## config.mk

```make
export PLATFORM = sky130hd
export DESIGN_NAME = sr_sema_unit
export DESIGN_NICKNAME = d
export VERILOG_FILES = /design/src/rtl/sr_sema_unit.sv
export SDC_FILE = /design/constraint.sdc
export NUM_CORES = 1
export LEC_CHECK = 0
export ABC_AREA = 1
export BUFFER_PORTS_ARGS = -buffer_cell sky130_fd_sc_hd__clkbuf_2
export CELL_PAD_IN_SITES_DETAIL_PLACEMENT = 1
export CELL_PAD_IN_SITES_GLOBAL_PLACEMENT = 1
export CORE_MARGIN = 5
export CORE_UTILIZATION = 39
export CTS_BUF_LIST = sky130_fd_sc_hd__clkbuf_8 sky130_fd_sc_hd__clkbuf_16
export CTS_CLUSTER_SIZE = 25
export DETAILED_ROUTE_END_ITERATION = 10
export PLACE_DENSITY = 0.86
export SLEW_MARGIN = 20
export SYNTH_ARGS = -nofsm -noshare
export SYNTH_HDL_FRONTEND = slang
export SYNTH_SLANG_ARGS = --single-unit
```

## constraint.sdc

```tcl
create_clock -name clk -period 3 [get_ports clk]
set_input_delay 0.15 -clock clk [delete_from_list [all_inputs] [get_ports clk]]
set_output_delay 0.15 -clock clk [all_outputs]
set_load 0.01 [all_outputs]
```

## src/rtl/sr_sema_unit.sv

```systemverilog
module sr_sema_unit #(
  parameter int N_SEM = 16,
  parameter int AW = 8,
  parameter int DW = 8,
  parameter int LAT = 3,
  parameter logic [AW-1:0] BASE_RST = 8'h40
) (
  input  logic                 clk,
  input  logic                 rst_n,
  input  logic                 base_we,
  input  logic [AW-1:0]        base_in,
  input  logic [1:0]           req_valid,
  output logic [1:0]           req_ready,
  input  logic [1:0]           req_put,
  input  logic [1:0][AW-1:0]   req_addr,
  output logic [1:0]           rsp_done,
  output logic [1:0][DW-1:0]   rsp_data,
  output logic [1:0]           rsp_trap
);
  localparam int IW = (N_SEM > 1) ? $clog2(N_SEM) : 1;
  localparam int CW = $clog2(LAT);
  localparam logic [AW:0] NS = (AW+1)'(N_SEM);
  localparam logic [CW-1:0] CNT_INIT = CW'(LAT - 1);

  logic [N_SEM-1:0] sem, sem_nxt;
  logic [AW-1:0] base;
  logic [1:0] busy, res_bit, res_trap, acc, inr, grant;
  logic [1:0][CW-1:0] cnt;
  logic [1:0][AW-1:0] off;

  assign acc = req_valid & req_ready;
  assign req_ready = ~busy;

  always_comb begin
    sem_nxt = sem;
    grant = '0;
    for (int c = 0; c < 2; c++) begin
      off[c] = req_addr[c] - base;
      inr[c] = {1'b0, off[c]} < NS;
      if (acc[c] && inr[c]) begin
        if (req_put[c]) begin
          sem_nxt[off[c][IW-1:0]] = 1'b0;
        end else begin
          grant[c] = ~sem_nxt[off[c][IW-1:0]];
          sem_nxt[off[c][IW-1:0]] = 1'b1;
        end
      end
    end
  end

  always_ff @(posedge clk) begin
    if (!rst_n) begin
      sem <= '0;
      base <= BASE_RST;
      busy <= '0;
      cnt <= '0;
      res_bit <= '0;
      res_trap <= '0;
    end else begin
      sem <= sem_nxt;
      if (base_we) base <= base_in;
      for (int c = 0; c < 2; c++) begin
        if (acc[c]) begin
          busy[c] <= 1'b1;
          cnt[c] <= CNT_INIT;
          res_bit[c] <= grant[c];
          res_trap[c] <= ~inr[c];
        end else if (busy[c]) begin
          if (cnt[c] == '0) busy[c] <= 1'b0;
          else cnt[c] <= cnt[c] - 1'b1;
        end
      end
    end
  end

  genvar g;
  generate
    for (g = 0; g < 2; g++) begin : g_rsp
      assign rsp_done[g] = busy[g] && (cnt[g] == '0);
      assign rsp_data[g] = {{(DW-1){1'b0}}, res_bit[g] & rsp_done[g]};
      assign rsp_trap[g] = res_trap[g] & rsp_done[g];
    end
  endgenerate
endmodule

```

# Word-level counts from Yosys, hierarchy flattened
# Index checks and enable logic that the tools add are counted.
[word_totals]
regBits = 34
in_bits = 31
[classes]
bitwise = 19
n_reduce_logical = 16
eq_ne = 2
add_sub_neg = 4
n_lt_le_gt_ge = 6
n_mux = 28
[op_table]
columns = ["cell", "count"]
rows = [
  ["16-bit 2-to-1 mux", 4],
  ["16-bit bitwise AND", 2],
  ["16-bit NOT", 2],
  ["16-bit OR", 2],
  ["8-bit by 5-bit < comparator with 1-bit output (second input constant)", 2],
  ["8-bit subtractor", 2],
  ["1-bit 2-to-1 mux", 14],
  ["2-bit 2-to-1 mux", 6],
  ["4-bit by 5-bit < comparator with 1-bit output (second input constant)", 2],
  ["1-bit binary-select mux with 4-bit select", 2],
  ["1-bit demux with 4-bit select", 2],
  ["4-bit by 1-bit greater-or-equal comparator with 1-bit output (second input constant)", 2],
  ["2-bit AND reduction", 4],
  ["1-bit NOT", 7],
  ["1-bit logical AND", 6],
  ["1-bit bitwise AND", 4],
  ["2-bit logical NOT", 2],
  ["2-bit inequality test (second input constant)", 2],
  ["2-bit nonzero test", 2],
  ["2-bit OR reduction", 2],
  ["2-bit by 1-bit subtractor with 2-bit output (second input constant)", 2],
  ["2-bit bitwise AND", 1],
  ["2-bit NOT", 1],
]

# Logic depth before layout (Yosys ltp)
# Gate-level depths: netlist of the first run.
[logic_depth]
ltp_word = 14
mapped_depth = 23
mapped_depth_nobuf = 22

# Worst setup path before layout of the first run
# OpenSTA, ideal clock, no wires.
[synth_path]
path_kind = "reg2reg"
start = "register base[0]"
end = "register res_bit[1]"
required_ps = 2887
arrival_time_ps = 2179
path_buffers = 1
path_stages_with_launch = 21
setup_slack_ps = 708
setup_time_ps = 113
path_cell_list = "dfxtp_1 -> ha_1 -> inv_1 -> fa_1 -> nand2_1 -> nand2_1 -> nand3b_1 -> nand2_1 -> nor2_1 -> nand3_1 -> nor2_4 -> buf_6 -> nand2_1 -> nand2_1 -> nand2_1 -> nand2_1 -> nor2_1 -> nor2_1 -> nor2_1 -> nand3_1 -> nand2_1"
[synth_between]
elab_chain_len = 14
[synth_rtl]
columns = ["element", "line_no", "source"]
rows = [
  ["start, declared", "26", "logic [AW-1:0] base;"],
  ["start signal, assigned", "61", "if (base_we) base <= base_in;"],
  ["8-bit subtractor", "38", "off[c] = req_addr[c] - base;"],
  ["4-bit by 5-bit < comparator with 1-bit output (implied by the code) / 4-bit by 1-bit greater-or-equal comparator with 1-bit output (equally long branches)", "42, 45", ""],
  ["1-bit logical AND (implied by the code)", "42, 45", ""],
  ["1-bit 2-to-1 mux (implied by the code)", "42, 45", ""],
  ["1-bit demux with 4-bit select", "42, 45", ""],
  ["16-bit NOT (no source line)", "n/a", ""],
  ["16-bit bitwise AND (no source line)", "n/a", ""],
  ["16-bit 2-to-1 mux", "41", "if (req_put[c]) begin"],
  ["16-bit 2-to-1 mux", "40", "if (acc[c] && inr[c]) begin"],
  ["1-bit binary-select mux with 4-bit select", "44", "grant[c] = ~sem_nxt[off[c][IW-1:0]];"],
  ["1-bit 2-to-1 mux (implied by the code)", "44", ""],
  ["1-bit NOT", "44", ""],
  ["1-bit 2-to-1 mux", "41", ""],
  ["1-bit 2-to-1 mux (*)", "40", ""],
  ["end signal, assigned by index", "66", "res_bit[c] <= grant[c];"],
  ["end, declared", "27", "logic [1:0] busy, res_bit, res_trap, acc, inr, grant;"],
]
# Every way passes the cells marked *; elsewhere a longest branch is shown, timed or not. The select of a mux whose other input is x is not followed.
# A chain may end at the register's enable or synchronous reset.

# Worst setup path after layout of the first run
[layout_path]
start = "register base[0]"
end = "register res_bit[0]"
[layout_between]
elab_chain_len = 6
[layout_rtl]
columns = ["element", "line_no"]
rows = [
  ["8-bit subtractor (*)", "38"],
  ["1-bit binary-select mux with 4-bit select", "44"],
  ["1-bit 2-to-1 mux (implied by the code)", "44"],
  ["1-bit NOT", "44"],
  ["1-bit 2-to-1 mux", "41"],
  ["1-bit 2-to-1 mux (*)", "40"],
]
# Marked as above.

==> qor.csv, run 1 <==
stage,metric,value,unit
outcome,outcome,"finished, final reports clean",
clock_network,Longest Clk Path Bufs,2,
clock_network,CTS tree,built,
synthesis,most numerous cell in the Yosys netlist,nand2_1,
placement,post-placement cell count,658,
synthesis,Synth cell types,42,
worst_setup_path,Critical Path RT,3220,ps
worst_setup_path,worst setup path category,register to register,
synthesis,Netlist Area Pre-Place,0.00306,mm2
placement,Port Buffer Count,38,
final_layout,Finished Layout Cells,670,
clock_network,worst-skew pair later-pin latency,290,ps
sta,Final Hold Vio Count,0,
synthesis,Post-Synth Simple-Gate Area,41.0,%
synthesis,post-synthesis mux area share,0,%
clock_network,clock slew at reported path FFs,70,ps
worst_setup_path,Worst path most repeated cell,inv_1,
sta,Slew Limit Headroom,55.1,%
synthesis,async set-reset flop share out of synthesis,0,%
worst_setup_path,crit path to,res_bit[0]$_SDFFE_PN0P_,
placement,RePlAce Congestion,0.844,
synthesis,synthesized area per cell,5.79,um2
sta,Final setup viols,0,
synthesis,Compound-Gate Fraction of Synth Area,11.9,%
job,max_cap viols,0,
power_and_ir_drop,Max VDD drop,0.000290,V
route,1st-iter DRT viols,138,
synthesis,sequential area share after synthesis,22.3,%
placement,hpwl dp,7770,um
sta,Final Skew,6.38,ps
global_route,vias in the first global route,3544,
sta,Max Freq,359,MHz
floorplan,CORE AREA,0.00769,mm2
worst_setup_path,crit end category,register,
worst_setup_path,CP Cell Sequence,"ha_1, inv_1, fa_2, inv_1, nand2_1, inv_1, a221oi_1, nor2_1, nor4_1, a22oi_1, nor2_1",
sta,final max-slew violation count,0,
synthesis,commonest cells in the netlist,"nand2_1, inv_1, nor2_1",
worst_setup_path,Register-to-Register Path Depth,11,
sta,Final min period,2780,ps
global_route,first-pass GRT wire length,16400,um
synthesis,Mapped Cells,528,
synthesis,Synth Area in XOR/XNOR,2.25,%
worst_setup_path,Worst R2R Start,base[0]$_SDFFE_PN0P_,
floorplan,Vert. Die Dim,98.5,um
sta,fin crit share,92.8,%
sta,Tightest Pin Transition,671,ps
synthesis,top-area cell type share of the netlist area,22.3,%
synthesis,largest family of logic cells by synthesized area,simple AND/OR/NAND/NOR gates,
global_route,GRT Overall Usage,20.0,%
worst_setup_path,"delay-heaviest family, CP",simple AND/OR/NAND/NOR gates,
worst_setup_path,CP Launch Point,base[0]$_SDFFE_PN0P_,
worst_setup_path,slowest CP cell,fa_2,
worst_setup_path,r2r endpoint,res_bit[0]$_SDFFE_PN0P_,
global_route,largest net degree at the start of global routing,26,
final_layout,layout cell share with drive strength beyond 1,11.8,%
route,post-DR wirelength/cell,14.5,um
synthesis,Post-synth EDFFs,0,
worst_setup_path,Crit. path cell count,11,
final_layout,nets,614,
floorplan,Ports,53,
worst_setup_path,Crit Path Max Fanout,7,
synthesis,YS warnings,0,
synthesis,"top cells by area, synth","dfxtp_1, nand2_1, inv_1",
floorplan,Die Area,0.00970,mm2
worst_setup_path,CP bufs+invs,3,
worst_setup_path,"slowest stage delay, CP",560,ps
global_route,grt total ovfl,0,
clock_network,CTS HTree Levels,2,
clock_network,clock root buffer,clkbuf_8,
sta,setup_tns,0,ps
route,vias,3353,
worst_setup_path,"Arr. time, crit path",3000,ps
floorplan,Die Span X,98.5,um
route,drt first pass iters,4,
final_layout,Area Overhead vs Synth,11.0,%
final_layout,Diodes inserted,0,
route,Residual DRC,0,
clock_network,cts bufs inserted,5,
power_and_ir_drop,Power Dens Cells,385,mW/mm2
sta,WHS,77.6,ps
route,final WL,9730,um
synthesis,Yosys reg bits,34,
worst_setup_path,Critical Path Source Type,register,
power_and_ir_drop,Pleak,1.78,nW
worst_setup_path,R2R setup slack,220,ps
global_route,antenna violations before repair,0,
synthesis,Main synth FF type,dfxtp_1,
floorplan,row cnt,32,
hold_path,HP Class,primary input to register,
clock_network,CTS Sinks,34,
floorplan,Initial Utilization,39.7,%
synthesis,Adder-Cell Fraction of Synth Area,7.04,%
sta,RSZ-0062 raised after global routing,false,
route,"antenna viol nets, final",0,
route,DR vias/cell,5.00,
synthesis,Yosys top cell by area,dfxtp_1,
sequential cells by signal (all words and copies together) (netlist names):
signal,count
sem,16
base,8
cnt,4
busy,2
res_bit,2
res_trap,2
stage by stage:
stage	utilization [%]	area [um2]	worst slack (ps)	power, W
2_1_floorplan	-	3100	708	0.000827
3_3_place_gp	42.3	3250	328	0.000918
3_5_place_dp	42.3	3250	195	0.000939
4_1_cts	43.4	3340	138	0.00129
5_1_grt	44.1	3390	11.8	0.00139
6_report	44.1	3390	216	0.00130
final cells by class:
| type | instances | area (um2) |
|---|---|---|
| fill | 1119 | 4300 |
| multi-input combinational | 407 | 1980 |
| sequential | 34 | 681 |
| inverter | 77 | 289 |
| timing repair buffer | 42 | 220 |
| tap | 102 | 128 |
| clock buffer | 6 | 82.6 |
| clock inverter | 2 | 8.76 |
repair_timing:
item                       CTS  global route
hold endpoints to repair     0             0
hold buffers                 0             0
resized for setup            0             6
setup endpoints to repair    0             1
setup buffers                0             3
placed cells by master, fill, tap and decap left out, drive strengths merged, types with 2 or more instances in the layout:
cell,netlist,final
nand3,42,42
a211oi,2,2
xor2,6,6
inv,76,77
o21ai,31,31
dfxtp,34,34
nand3b,2,2
conb,1,14
clkbuf,5,44
ha,14,14
fa,2,2
clkinv,1,2
nor2,74,75
buf,18,4
nand4,2,2
a22oi,2,2
nand2,181,181
a21oi,21,21
worst min-delay path, cell delays in order:
cell and delay, ps:
clkbuf_2 80, a21oi_1 50, o21ai_0 60
routing by layer:
| layer | up-vias | share of wire (%) | GRT usage, % |
|---|---|---|---|
| li1 | 1698 | - | - |
| met1 | 1567 | 45 | 25.8 |
| met2 | 71 | 48 | 35.1 |
| met3 | 17 | 4.5 | 2.90 |
| met4 | 0 | 1.7 | 5.15 |
| met5 | - | 0 | 0 |
how the worst min path moves through the flow:
stage	cells after the start	startpoint	endpoint	slack [ps]
6_report	3	base_in[6]	base[6]$_SDFFE_PN1P_	80
5_1_grt	3	base_in[7]	base[7]$_SDFFE_PN0P_	90
4_1_cts	3	base_in[6]	base[6]$_SDFFE_PN1P_	80
3_3_place_gp	3	base_in[6]	base[6]$_SDFFE_PN1P_	370
3_5_place_dp	3	base_in[6]	base[6]$_SDFFE_PN1P_	380
2_1_floorplan	1	base_we	base[6]$_SDFFE_PN1P_	260
power breakdown:
group	internal, W	switching, W
registers	0.000469	0.0000101
clock network	0.000182	0.000173
logic	0.000139	0.000330
total	0.000791	0.000514
cell families (layout without fill, tap and decap cells):
family / after synthesis / count (layout)
adders and majority gates: 16 / 16
buffers and inverters: 101 / 127
DFF: 34 / 34
AOI/OAI and AO/OA: 64 / 64
and+or+nand+nor: 305 / 306
xor gates and xnor gates: 7 / 7
other: 1 / 14
Note: power is estimated with default switching activity, not from simulation.
==> inputs of run 2 (changes only) <==
Clock period 3 ns to 2.64 ns, I/O delays scaled along.
==> run 2 against run 1 <==
Largest power group is now combinational logic. Hold slack got worse by 16 ps. Critical path depth rose by 9. Combinational power rose by 31%. Critical path type unchanged. The run now ends with negative setup slack left. Clock skew fell by 2.3 ps.
==> qor.csv, run 2 (synthesis results as in run 1) <==
stage,metric,value,unit
sta,Slew Limit Headroom,59.9,%
final_layout,layout cell share with drive strength beyond 1,18.3,%
floorplan,row cnt,32,
final_layout,multi-input logic area,0.00208,mm2
route,"antenna viol nets, final",0,
final_layout,Largest regs,"sem: 16 flops, base: 8 flops, cnt: 4 flops",
route,DR vias/cell,5.26,
global_route,first-pass GRT wire length,16300,um
clock_network,CTS Sinks,34,
worst_setup_path,CP bufs+invs,4,
final_layout,register area,684,um2
placement,hpwl dp,7820,um
global_route,vias in the first global route,3440,
final_layout,Largest register FFs,16,
sta,Final Hold Vio Count,0,
floorplan,Die Area,0.00970,mm2
final_layout,Diodes inserted,0,
outcome,outcome,finished with violations,
final_layout,final core occ,47.9,%
global_route,antenna violations before repair,0,
floorplan,Initial Utilization,39.7,%
worst_setup_path,"Arr. time, crit path",2890,ps
final_layout,"commonest non-fill, non-tap cells in the layout","nand2_1, inv_1, nor2_1",
final_layout,nets,626,
route,final WL,11100,um
hold_path,Worst Hold Depth,3,
floorplan,CORE AREA,0.00769,mm2
sta,Final Skew,4.04,ps
power_and_ir_drop,Max VDD drop,0.000279,V
clock_network,Longest Clk Path Bufs,2,
worst_setup_path,Critical Path RT,2880,ps
final_layout,"most common cell after layout, fill and taps aside",nand2_1,
worst_setup_path,Crit Path Max Fanout,6,
floorplan,Ports,53,
final_layout,largest reg by FF count,sem,
sta,Tightest Pin Transition,599,ps
worst_setup_path,Worst path most repeated cell,nand2_1,
floorplan,Vert. Die Dim,98.5,um
hold_path,hold endpoint,base[6]$_SDFFE_PN1P_,
outcome,failing checks,negative setup slack,
worst_setup_path,R2R setup slack,-9,ps
sta,fin crit share,100,%
worst_setup_path,worst setup path category,register to register,
worst_setup_path,"slowest stage delay, CP",440,ps
power_and_ir_drop,Pleak,1.88,nW
worst_setup_path,Critical Path Source Type,register,
job,max_cap viols,0,
placement,Port Buffer Count,38,
clock_network,clock slew at reported path FFs,70,ps
final_layout,fill cell count,1097,
sta,RSZ-0062 raised after global routing,true,
clock_network,CTS tree,built,
hold_path,HP Class,primary input to register,
placement,RePlAce Congestion,0.834,
route,Residual DRC,0,
worst_setup_path,CP Cell Sequence,"ha_4, inv_2, fa_2, nand2_2, nand2_2, nand3_2, nand2_1, nand2_1, nand2_1, inv_1, nand2_2, nor2_4, clkbuf_16, buf_4, o21ai_1, nand2_1, nand4_1, nand2_1, nand3_1, nand2_1",
worst_setup_path,Register-to-Register Path Depth,20,
sta,Max Freq,378,MHz
clock_network,# hold bufs at CTS,0,
sta,Final setup viols,1,
clock_network,clock root buffer,clkbuf_8,
global_route,GRT Overall Usage,20.1,%
worst_setup_path,crit end category,register,
worst_setup_path,"delay-heaviest family, CP",simple AND/OR/NAND/NOR gates,
global_route,grt total ovfl,0,
power_and_ir_drop,Power Dens Cells,418,mW/mm2
sta,Final WS setup,-8.73,ps
route,vias,3582,
clock_network,CTS HTree Levels,2,
sta,Final min period,2650,ps
route,drt first pass iters,4,
power_and_ir_drop,Design Power,0.00154,W
floorplan,Die Span X,98.5,um
route,post-DR wirelength/cell,16.3,um
worst_setup_path,r2r endpoint,res_bit[1]$_SDFFE_PN0P_,
route,1st-iter DRT viols,161,
worst_setup_path,Worst R2R Start,base[0]$_SDFFE_PN0P_,
clock_network,worst-skew pair later-pin latency,300,ps
global_route,largest net degree at the start of global routing,25,
final_layout,Area Overhead vs Synth,20.6,%
placement,pre-CTS WS,-127,ps
clock_network,cts bufs inserted,5,
hold_path,startpoint of the worst hold path,base_in[6],
worst_setup_path,slowest CP cell,fa_2,
sta,final max-slew violation count,0,
[run 2: cell types whose count changed in the layout (fill, tap and decap cells not counted), sizes merged]
| cell | previous run | this run |
|---|---|---|
| clkinv | 2 | 3 |
| inv | 77 | 76 |
| buf | 4 | 13 |
| clkbuf | 44 | 47 |
| nor2 | 75 | 74 |
[run 2: worst register-to-register path: cells and delay by family, from the launching register on]
family	cells	cell delay, ps
AOI/OAI and AO/OA	1	90
adders and majority gates	2	560
buffers and inverters	4	470
DFF	1	370
and+or+nand+nor	13	1110
[run 2: metal layers]
metal | share of wire (%) | wire, um | GRT usage [%]
met5 | 0 | 0 | 0
met2 | 51 | 5600 | 34.0
met3 | 4.4 | 492 | 2.48
met1 | 43 | 4800 | 27.2
met4 | 1.6 | 178 | 5.15
[run 2: report_power, final]
group	internal, W	switching (W)
Combinational	0.000212	0.000403
Clock	0.000177	0.000201
Sequential	0.000533	0.0000133
Total	0.000922	0.000617
[run 2: final cells by class]
class | instances | share of cell area, %
multi-input cells | 406 | 56.4
flip-flops and latches | 34 | 18.6
repair buffers | 55 | 11.5
inverters | 77 | 7.84
well taps | 102 | 3.46
clock buffers | 5 | 1.87
clock inverters | 2 | 0.272
[run 2: worst max path at each step]
stage | from | to | slack (ps) | cells after the start
final | base[0]$_SDFFE_PN0P_ | res_bit[1]$_SDFFE_PN0P_ | -9 | 20
after detailed placement | base[2]$_SDFFE_PN0P_ | res_bit[1]$_SDFFE_PN0P_ | -130 | 16
after CTS | base[2]$_SDFFE_PN0P_ | res_bit[1]$_SDFFE_PN0P_ | 9 | 16
after global routing | base[0]$_SDFFE_PN0P_ | res_bit[1]$_SDFFE_PN0P_ | -190 | 22
after global placement | base[2]$_SDFFE_PN0P_ | res_bit[1]$_SDFFE_PN0P_ | 70 | 16
after floorplan | base[0]$_SDFFE_PN0P_ | res_bit[1]$_SDFFE_PN0P_ | 350 | 20
[run 2: metrics by stage]
| stage | cell area (um2) | setup TNS (ps) | cells | hold slack (ps) |
|---|---|---|---|---|
| 3_3_place_gp | 3340 | 0 | 667 | 348 |
| 2_1_floorplan | 3100 | 0 | 541 | 244 |
| 3_5_place_dp | 3340 | -127 | 667 | 366 |
| 4_1_cts | 3430 | 0 | 674 | 60.1 |
| 5_1_grt | 3680 | -417 | 681 | 96.7 |
| 6_report | 3680 | -8.73 | 681 | 61.3 |
[run 2: timing repair]
action,CTS,global route
setup endpoints to repair,1,17
setup buffers,0,3
pin swaps,0,9
hold endpoints to repair,0,0
gates resized for setup,3,42
cloned,0,4
==> inputs of run 3 (changes only) <==
Settings changed: SKIP_CTS_REPAIR_TIMING from default to 1, SKIP_LAST_GASP from default to 1.
==> run 3 against run 2 <==
The run still ends with negative setup slack left. Sequential share of layout area stayed put. Final area is the same. Sequential power barely moved. Power hardly changed. Clock power barely moved. Sequential cell count did not move. Clock skew about the same. Fmax hardly changed. Via count decreased by 0.39%. Largest cell class unchanged. Count of clock-buffer cells in the layout is the same. Combinational power about the same. Non-clock buffer count unchanged.
==> qor.csv, run 3 (synthesis results as in run 1) <==
stage,metric,value,unit
final_layout,Largest register FFs,16,
floorplan,Ports,53,
sta,Final Hold Vio Count,0,
hold_path,HP Class,primary input to register,
floorplan,Vert. Die Dim,98.5,um
power_and_ir_drop,Seq pwr share,35.5,%
worst_setup_path,worst setup path category,register to register,
global_route,first-pass GRT wire length,16300,um
floorplan,Initial Utilization,39.7,%
worst_setup_path,"slowest stage delay, CP",440,ps
sta,Final min period,2650,ps
power_and_ir_drop,Max VDD drop,0.000280,V
sta,Final setup viols,1,
power_and_ir_drop,combinational power share,39.9,%
outcome,failing checks,negative setup slack,
worst_setup_path,Critical Path Source Type,register,
final_layout,"most common cell after layout, fill and taps aside",nand2_1,
sta,Tightest Pin Transition,614,ps
worst_setup_path,Crit. path cell count,20,
route,1st-iter DRT viols,166,
global_route,met3 usage,2.48,%
global_route,met1 Usage GRT,27.2,%
worst_setup_path,"delay-heaviest family, CP",simple AND/OR/NAND/NOR gates,
clock_network,clock root buffer,clkbuf_8,
clock_network,CTS HTree Levels,2,
placement,RePlAce Congestion,0.834,
sta,WHS,65.7,ps
worst_setup_path,Critical Path RT,2890,ps
final_layout,Largest regs,"sem: 16 flops, base: 8 flops, cnt: 4 flops",
worst_setup_path,CP Launch Point,base[0]$_SDFFE_PN0P_,
placement,Port Buffer Count,38,
worst_setup_path,crit end category,register,
route,final WL,11100,um
sta,setup_tns,-6.48,ps
final_layout,Area Overhead vs Synth,20.6,%
power_and_ir_drop,Switching Share,40.2,%
global_route,grt total ovfl,0,
clock_network,clock slew at reported path FFs,70,ps
global_route,vias in the first global route,3440,
route,drt first pass iters,5,
floorplan,Die Span X,98.5,um
route,post-DR wirelength/cell,16.3,um
route,Residual DRC,0,
power_and_ir_drop,Clock Power Share,24.6,%
worst_setup_path,CP Cell Sequence,"ha_4, inv_2, fa_2, nand2_2, nand2_2, nand3_2, nand2_1, nand2_1, nand2_1, inv_1, nand2_2, nor2_4, clkbuf_16, buf_4, o21ai_1, nand2_1, nand4_1, nand2_1, nand3_1, nand2_1",
power_and_ir_drop,Power Dens Cells,418,mW/mm2
worst_setup_path,Register-to-Register Path Depth,20,
worst_setup_path,R2R setup slack,-6,ps
worst_setup_path,slowest CP cell,fa_2,
sta,Final Skew,4.13,ps
final_layout,"commonest non-fill, non-tap cells in the layout","nand2_1, inv_1, nor2_1",
route,DR vias/cell,5.24,
placement,pre-CTS WS,-127,ps
final_layout,fill cell count,1097,
worst_setup_path,Worst path most repeated cell,nand2_1,
final_layout,nets,626,
worst_setup_path,Worst R2R Start,base[0]$_SDFFE_PN0P_,
power_and_ir_drop,Pint,0.000922,W
sta,final max-slew violation count,0,
final_layout,layout cell share with drive strength beyond 1,18.3,%
global_route,largest net degree at the start of global routing,25,
sta,Max Freq,378,MHz
power_and_ir_drop,Pleak,1.88,nW
final_layout,Diodes inserted,0,
clock_network,CTS Sinks,34,
placement,hpwl dp,7820,um
clock_network,cts bufs inserted,5,
clock_network,worst-skew pair later-pin latency,300,ps
global_route,met2 usage,34.0,%
worst_setup_path,Crit Path Max Fanout,6,
clock_network,CTS tree,built,
final_layout,largest reg by FF count,sem,
route,vias,3568,
sta,RSZ-0062 raised after global routing,true,
worst_setup_path,CP bufs+invs,4,
sta,Slew Limit Headroom,59.0,%
global_route,antenna violations before repair,0,
global_route,GRT Overall Usage,20.1,%
placement,post-placement cell count,667,
worst_setup_path,crit path to,res_bit[1]$_SDFFE_PN0P_,
clock_network,Longest Clk Path Bufs,2,
route,"antenna viol nets, final",0,
job,max_cap viols,0,
sta,Final WS setup,-6.48,ps
floorplan,Die Area,0.00970,mm2
worst_setup_path,r2r endpoint,res_bit[1]$_SDFFE_PN0P_,
sta,fin crit share,100,%
outcome,outcome,finished with violations,
floorplan,row cnt,32,
final_layout,Finished Layout Cells,681,
floorplan,CORE AREA,0.00769,mm2
worst_setup_path,"Arr. time, crit path",2890,ps
global_route,GR peak layer,met2,
power_and_ir_drop,Psw,0.000619,W
-- run 3: final cells by class --
class,count,area (um2),share of cell area [%]
flip-flops and latches,34,684,18.6
clock inverters,2,10.0,0.272
well taps,102,128,3.46
clock buffers,5,68.8,1.87
repair buffers,55,425,11.5
inverters,77,289,7.84
multi-input cells,406,2080,56.4
-- run 3: worst reg2reg max path, cell delays in order, from the launching register on --
cell,delay [ps]
dfxtp_4,370
ha_4,120
inv_2,50
fa_2,440
nand2_2,80
nand2_2,70
nand3_2,70
nand2_1,60
nand2_1,80
nand2_1,50
inv_1,90
nand2_2,70
nor2_4,210
clkbuf_16,190
buf_4,140
o21ai_1,90
nand2_1,80
nand4_1,120
nand2_1,80
nand3_1,90
nand2_1,60
-- run 3: metal layers --
metal / wire length [um] / up-vias
li1: - / 1723
met1: 4860 / 1733
met2: 5620 / 97
met3: 466 / 15
met4: 168 / 0
met5: 0 / -
-- run 3: power groups by stage --
stage,clock [W],sequential (W),combinational (W)
6_report,0.000379,0.000546,0.000615
5_1_grt,0.000402,0.000548,0.000680
4_1_cts,0.000381,0.000545,0.000536
3_5_place_dp,0,0.000557,0.000531
3_3_place_gp,0,0.000555,0.000510
2_1_floorplan,0,0.000552,0.000387
-- run 3: worst min path at each step --
stage / start / to / slack (ps) / cells after the start
2_1_floorplan: base_we / base[6]$_SDFFE_PN1P_ / 240 / 1
4_1_cts: base_in[7] / base[7]$_SDFFE_PN0P_ / 60 / 3
3_5_place_dp: base_in[7] / base[7]$_SDFFE_PN0P_ / 370 / 3
5_1_grt: base_in[0] / base[0]$_SDFFE_PN0P_ / 100 / 3
3_3_place_gp: base_in[6] / base[6]$_SDFFE_PN1P_ / 350 / 3
6_report: base_in[6] / base[6]$_SDFFE_PN1P_ / 70 / 3
-- run 3: through the flow --
step	util (%)	total power [W]	instance area, um2
2_1_floorplan	-	0.000939	3100
3_3_place_gp	43.5	0.00106	3340
3_5_place_dp	43.5	0.00109	3340
4_1_cts	44.5	0.00146	3420
5_1_grt	47.9	0.00163	3680
6_report	47.9	0.00154	3680
